$ cat config.mk
export PLATFORM = sky130hd
export DESIGN_NAME = bbl_logger
export DESIGN_NICKNAME = d
export VERILOG_FILES = /design/src/rtl/bbl_pkg.sv /design/src/rtl/bbl_tstamp.sv /design/src/rtl/bbl_stage_fifo.sv /design/src/rtl/bbl_commit_policy.sv /design/src/rtl/bbl_log_pointer.sv /design/src/rtl/bbl_logger.sv
export SDC_FILE = /design/constraint.sdc
export NUM_CORES = 1
export LEC_CHECK = 0
export ABC_AREA = 1
export CAP_MARGIN = 20
export CORE_ASPECT_RATIO = 1.4
export CORE_MARGIN = 8
export CORE_UTILIZATION = 39
export CTS_CLUSTER_DIAMETER = 40
export DETAILED_ROUTE_END_ITERATION = 6
export GPL_TIMING_DRIVEN = 1
export PLACE_DENSITY = 0.58
export RECOVER_POWER = 50
export SLEW_MARGIN = 25
export SYNTH_ARGS = -nofsm -noshare
export SYNTH_HDL_FRONTEND = slang
export SYNTH_SLANG_ARGS = --single-unit
$ cat constraint.sdc
create_clock -name clk -period 8.98 [get_ports clk]
set_clock_uncertainty 0.2 [all_clocks]
set_input_delay 1.796 -clock clk [delete_from_list [all_inputs] [get_ports clk]]
set_output_delay 1.796 -clock clk [all_outputs]
set_load 0.01 [all_outputs]
$ cat src/rtl/bbl_pkg.sv
package bbl_pkg;

  typedef enum logic [2:0] {
    FK_OV   = 3'd0,
    FK_UV   = 3'd1,
    FK_OC   = 3'd2,
    FK_OT   = 3'd3,
    FK_WDOG = 3'd4
  } fault_kind_e;

  typedef struct packed {
    logic critical;
    logic full;
    logic idle;
    logic power;
  } drain_cause_t;

endpackage

$ cat src/rtl/bbl_tstamp.sv
module bbl_tstamp #(
  parameter int TS_W = 32
) (
  input  logic            clk,
  input  logic            rst_n,
  output logic [TS_W-1:0] now
);
  always_ff @(posedge clk) begin
    if (!rst_n) now <= '0;
    else        now <= now + 1'b1;
  end
endmodule

$ cat src/rtl/bbl_stage_fifo.sv
module bbl_stage_fifo #(
  parameter int WIDTH = 8,
  parameter int DEPTH = 4,
  localparam int PW   = (DEPTH > 1) ? $clog2(DEPTH) : 1,
  localparam int CW   = $clog2(DEPTH + 1)
) (
  input  logic             clk,
  input  logic             rst_n,
  input  logic             push,
  input  logic [WIDTH-1:0] din,
  input  logic             pop,
  output logic [WIDTH-1:0] head,
  output logic [CW-1:0]    count,
  output logic             full,
  output logic             empty
);
  logic [WIDTH-1:0] slots [DEPTH];
  logic [PW-1:0]    rd_q, wr_q;

  function automatic logic [PW-1:0] advance(input logic [PW-1:0] p);
    return (p == PW'(DEPTH - 1)) ? '0 : p + 1'b1;
  endfunction

  always_ff @(posedge clk) begin
    if (push) slots[wr_q] <= din;
  end

  always_ff @(posedge clk) begin
    if (!rst_n) begin
      rd_q  <= '0;
      wr_q  <= '0;
      count <= '0;
    end else begin
      if (push) wr_q <= advance(wr_q);
      if (pop)  rd_q <= advance(rd_q);
      count <= count + CW'(push) - CW'(pop);
    end
  end

  assign head  = slots[rd_q];
  assign full  = (count == CW'(DEPTH));
  assign empty = (count == '0);
endmodule

$ cat src/rtl/bbl_commit_policy.sv
module bbl_commit_policy
  import bbl_pkg::*;
#(
  parameter int BUF_DEPTH   = 4,
  parameter int IDLE_CYCLES = 16,
  localparam int CW = $clog2(BUF_DEPTH + 1),
  localparam int IW = $clog2(IDLE_CYCLES + 1)
) (
  input  logic          clk,
  input  logic          rst_n,
  input  logic          buf_push,
  input  logic          push_crit,
  input  logic          buf_pop,
  input  logic [CW-1:0] count_now,
  input  logic          pwr_loss,
  output logic          draining
);
  logic [IW-1:0] idle_q;
  logic [CW-1:0] cnt_next;
  logic          idle_hit;
  logic          drain_d;
  drain_cause_t  cause;

  assign cnt_next = count_now + CW'(buf_push) - CW'(buf_pop);
  assign idle_hit = (idle_q == IW'(IDLE_CYCLES - 1)) && (count_now != '0) && !draining;

  always_comb begin
    cause.critical = buf_push & push_crit;
    cause.full     = (cnt_next == CW'(BUF_DEPTH));
    cause.idle     = idle_hit;
    cause.power    = pwr_loss;
    drain_d        = (cnt_next != '0) && (draining || (|cause));
  end

  always_ff @(posedge clk) begin
    if (!rst_n) begin
      draining <= 1'b0;
      idle_q   <= '0;
    end else begin
      draining <= drain_d;
      if (buf_push || cnt_next == '0 || drain_d) idle_q <= '0;
      else                                      idle_q <= idle_q + 1'b1;
    end
  end
endmodule

$ cat src/rtl/bbl_log_pointer.sv
module bbl_log_pointer #(
  parameter int LOG_DEPTH = 512,
  parameter int DROP_W    = 16,
  localparam int AW = $clog2(LOG_DEPTH),
  localparam int CW = $clog2(LOG_DEPTH + 1)
) (
  input  logic              clk,
  input  logic              rst_n,
  input  logic              commit,
  input  logic              drop_evt,
  output logic [AW-1:0]     ptr,
  output logic [CW-1:0]     count,
  output logic              wrapped,
  output logic [DROP_W-1:0] dropped
);
  logic          at_last;
  logic [AW-1:0] ptr_next;

  assign at_last = (ptr == AW'(LOG_DEPTH - 1));

  generate
    if ((1 << AW) == LOG_DEPTH) begin : g_pow2
      assign ptr_next = ptr + 1'b1;
    end else begin : g_mod
      assign ptr_next = at_last ? '0 : ptr + 1'b1;
    end
  endgenerate

  always_ff @(posedge clk) begin
    if (!rst_n) begin
      ptr     <= '0;
      count   <= '0;
      wrapped <= 1'b0;
      dropped <= '0;
    end else begin
      if (commit) begin
        ptr <= ptr_next;
        if (at_last) wrapped <= 1'b1;
        if (count != CW'(LOG_DEPTH)) count <= count + 1'b1;
      end
      if (drop_evt && dropped != '1) dropped <= dropped + 1'b1;
    end
  end
endmodule

$ cat src/rtl/bbl_logger.sv
module bbl_logger
  import bbl_pkg::*;
#(
  parameter int TS_W        = 32,
  parameter int RAIL_W      = 5,
  parameter int MEAS_W      = 16,
  parameter int STEP_W      = 8,
  parameter int RETRY_W     = 4,
  parameter int LOG_DEPTH   = 512,
  parameter int BUF_DEPTH   = 8,
  parameter int IDLE_CYCLES = 1024,
  parameter int DROP_W      = 16,
  localparam int REC_W = TS_W + 3 + 1 + RAIL_W + 3 * MEAS_W + 1 + STEP_W + RETRY_W,
  localparam int AW    = $clog2(LOG_DEPTH),
  localparam int CW    = $clog2(LOG_DEPTH + 1),
  localparam int BCW   = $clog2(BUF_DEPTH + 1)
) (
  input  logic               clk,
  input  logic               rst_n,
  input  logic               ev_valid,
  output logic               ev_ready,
  input  logic               ev_critical,
  input  logic [2:0]         ev_kind,
  input  logic [RAIL_W-1:0]  ev_rail,
  input  logic [MEAS_W-1:0]  ev_vcode,
  input  logic [MEAS_W-1:0]  ev_icode,
  input  logic [MEAS_W-1:0]  ev_tcode,
  input  logic               ev_pgood,
  input  logic [STEP_W-1:0]  ev_step,
  input  logic [RETRY_W-1:0] ev_retry,
  input  logic               pwr_loss,
  input  logic               wr_protect,
  output logic               nvm_wr_valid,
  input  logic               nvm_wr_ready,
  output logic [AW-1:0]      nvm_wr_addr,
  output logic [REC_W-1:0]   nvm_wr_data,
  output logic [CW-1:0]      log_count,
  output logic               log_wrapped,
  output logic [DROP_W-1:0]  drop_count
);
  logic [TS_W-1:0]  ts_now;
  logic [REC_W-1:0] snap;
  logic [BCW-1:0]   buf_count;
  logic             buf_full, buf_empty;
  logic             accept, buf_push, buf_pop, drop_evt, draining;
  fault_kind_e      kind_tag;

  assign kind_tag = fault_kind_e'(ev_kind);
  assign snap = {ts_now, kind_tag, ev_critical, ev_rail, ev_vcode, ev_icode,
                 ev_tcode, ev_pgood, ev_step, ev_retry};

  assign ev_ready     = wr_protect | ~buf_full;
  assign accept       = ev_valid & ev_ready;
  assign buf_push     = accept & ~wr_protect;
  assign drop_evt     = accept & wr_protect;
  assign nvm_wr_valid = draining & ~buf_empty & ~wr_protect;
  assign buf_pop      = nvm_wr_valid & nvm_wr_ready;

  bbl_tstamp #(.TS_W(TS_W)) u_ts (
    .clk(clk), .rst_n(rst_n), .now(ts_now)
  );

  bbl_stage_fifo #(.WIDTH(REC_W), .DEPTH(BUF_DEPTH)) u_buf (
    .clk(clk), .rst_n(rst_n), .push(buf_push), .din(snap), .pop(buf_pop),
    .head(nvm_wr_data), .count(buf_count), .full(buf_full), .empty(buf_empty)
  );

  bbl_commit_policy #(.BUF_DEPTH(BUF_DEPTH), .IDLE_CYCLES(IDLE_CYCLES)) u_pol (
    .clk(clk), .rst_n(rst_n), .buf_push(buf_push), .push_crit(ev_critical),
    .buf_pop(buf_pop), .count_now(buf_count), .pwr_loss(pwr_loss),
    .draining(draining)
  );

  bbl_log_pointer #(.LOG_DEPTH(LOG_DEPTH), .DROP_W(DROP_W)) u_ptr (
    .clk(clk), .rst_n(rst_n), .commit(buf_pop), .drop_evt(drop_evt),
    .ptr(nvm_wr_addr), .count(log_count), .wrapped(log_wrapped),
    .dropped(drop_count)
  );
endmodule

==> metrics.cfg <==
[die]
num_rows = 132
ioPinCount = 216
die_y_um = 375.8
start_util = 0.3913
die_w_um = 273.0
die_area_um2 = 102600
fp.coreArea_um2 = 92160

[place]
gp_congestion = 0.8036
detailed_place_hpwl_um = 45840
dpl_cell_area_um2 = 39330
place_ws_ps = 3266
placed_cells = 4303
io_buffers = 215

[routing]
top_layer = met5
met3_length_um = 4462
vias_per_cell = 5.157
drtAntennaViolNets = 0
wl_met1_um = 36020
drt_wl_total_um = 87570
drt_iter0_drc = 1567
avgRoutedWirePerCell_um = 19.46
drtPass1Iterations = 5
wl_met2_um = 44880
drc = 0
num_vias = 23213

[cells_and_area]
nets = 3297
fin_cells = 4501
fin_area_um2 = 42690
area_delta_synth_final_pct = 18.38
final_util = 0.4633
num-fill-cells = 8318
drive_gt1_frac = 0.06381

[setup_path]
worstPathArrival_ps = 4370
cp_slowest_cell = buf_4
crit_type = register to output port
crit_required_ps = 6980
end_kind = output port
cp-start-kind = register
path_buf_inv = 3
slowest_delay_ps = 770
cp_max_fo = 200
crit_chain = buf_4, buf_12, o21ai_0, o22ai_1, nor2_1, a31oi_1, clkdlybuf4s50_1
crit_family = buffers and inverters

[cts]
clock-root-buffer = clkbuf_16
cts_buffers = 103
clock_path_buffers = 3
clock_latency_ps = 680
ctsResizeCount = 0
cts_tree = done
clkSinkCount = 909
htreeDepth = 3
hold_buffers = 0
cts_setup_buffers = 0
clkTransAtPathRegs_ps = 60

[timing]
fmax_ghz = 0.1570
setup_ws_ps = 2610
period_needed_ps = 6370
hold_viol_final = 0
worst_pin_slew_ps = 2110
rsz0062_at_grt = false
slew_headroom = -0.4145
finalSetupTns_ps = 0
fin_crit_sh = 0.7094
setup-violations-final = 0
finalMaxSlewViolations = 108
timing.hold.ws_ps = 252.3

[global_routing]
antenna_found_initial = 14
grt_pass1_wl_um = 132800
grt.overflow.total = 0
grt_usage = 0.1664
grt_max_degree = 201
grt_pass1_vias = 22902

[outcome]
violations = capacitance limit, slew limit
status = finished with violations

[yosys]
synth_edf_count = 816
yosysUniqueCellTypes = 37
seq_area_frac_synth = 0.7310
synth_flop_cell = edfxtp_1
async_reset_ff_frac = 0
synth_top_cell_area_share = 0.6794
yosys-top-cells-count = nor2_1 (853), edfxtp_1 (816), o21ai_0 (424)
synth_most_common_cell = nor2_1
syn_area_per_cell_um2 = 11.92
synth.cell_area_um2 = 36070
ys_ff_latch = 909
synth_largest_area_cell = edfxtp_1
synth.net_count = 3119
synthTopCellsByArea = edfxtp_1 (68%), nor2_1 (8.9%), o21ai_0 (5.9%)
yosysWarnings = 0
syn_inst = 3025

[power]
power_mw = 9.667
p_leak_nw = 14.11
powerDensity_nw_per_um2 = 226.4
ir_drop_mv = 0.1339

[hold_path]
hp-class = register to register

[run]
drv_cap = 4

==> worst reg2reg max path: stages (launching register included) <==
cell and delay [ps]:
dfxtp_1 300, inv_1 60, ha_1 210, nand2_1 70, nand3_1 240, nor2_1 170, inv_1 120, nor2_1 1450
buf_4 900
==> layer usage <==
metal | vias up | global-route usage
met4 | 2 | 0.05623
met2 | 518 | 0.2987
met3 | 144 | 0.03312
met1 | 11389 | 0.1972
met5 | - | 0
li1 | 11160 | -
==> logic make-up (layout without fill, tap and decap cells) <==
logic type | after synthesis | count (layout) | share of synthesized area
compound gates | 689 | 689 | 0.1032
simple gates | 1135 | 1135 | 0.1222
flops | 909 | 909 | 0.7310
fa+ha+maj | 18 | 18 | 0.006453
buf+inv | 250 | 516 | 0.03126
other cells | 0 | 4 | 0
xor+xnor | 24 | 24 | 0.005829
==> worst paths after layout <==
path / slack, ps / start / to / cells after the start
min: 250 / u_ptr.wrapped$_SDFFE_PN0P_ / u_ptr.wrapped$_SDFFE_PN0P_ / 2
max reg2reg: 4820 / u_buf.count[2]$_SDFF_PN0_ / u_buf.slots[7][42]$_DFFE_PP_ / 8
max: 2610 / register / nvm_wr_data[52] / 7
min reg2reg: 250 / u_ptr.wrapped$_SDFFE_PN0P_ / u_ptr.wrapped$_SDFFE_PN0P_ / 2
==> state kept, by name, summed over array words and instances, names as in the netlist, named ones only <==
register / flops
u_ts.now: 32
u_ptr.dropped: 16
u_ptr.ptr: 9
u_buf.slots: 816
u_pol.idle_q: 11
u_ptr.wrapped: 1
u_buf.count: 4
u_buf.rd_q: 3
u_ptr.count: 10
u_buf.wr_q: 3
u_pol.draining: 1
==> area by class of cell <==
type / instances / area, um2 / area share
sequential: 909 / 26370 / 0.6177
multi-input combinational: 1866 / 8603 / 0.2015
clock buffer: 116 / 2646 / 0.06198
timing repair buffer: 244 / 2501 / 0.05858
tap: 1206 / 1509 / 0.03534
clock inverter: 77 / 735.7 / 0.01723
inverter: 79 / 315.3 / 0.007385
antenna: 4 / 10.01 / 0.0002345
==> layout by cell type (no fill, tap or decap), types with 4 or more instances in the layout <==
cell type / instances
nor2_4: 4
nor3_1: 13
nor2_1: 849
inv_8: 6
clkinv_4: 6
dlygate4sd3_1: 74
clkbuf_16: 103
buf_12: 6
o22ai_1: 102
nand3_1: 26
inv_6: 17
clkinv_8: 4
o21ai_0: 424
nand2_1: 212
bufinv_16: 7
clkinv_2: 14
clkinvlp_4: 14
nand3b_1: 12
clkbuf_1: 14
diode_2: 4
buf_4: 15
clkdlybuf4s50_1: 141
edfxtp_1: 816
a21oi_1: 52
xor2_1: 15
clkinv_1: 12
nand4_1: 11
a31oi_1: 102
inv_1: 75
xnor2_1: 9
dfxtp_1: 91
ha_1: 17
==> power breakdown <==
part           switching, mW  internal, mW  total [mW]
clock                   1.74          2.37        4.11
combinational          0.516         0.313       0.829
sequential            0.0325          4.70        4.73
total                   2.29          7.38        9.67
No activity file was read; power rests on OpenSTA's default activity.
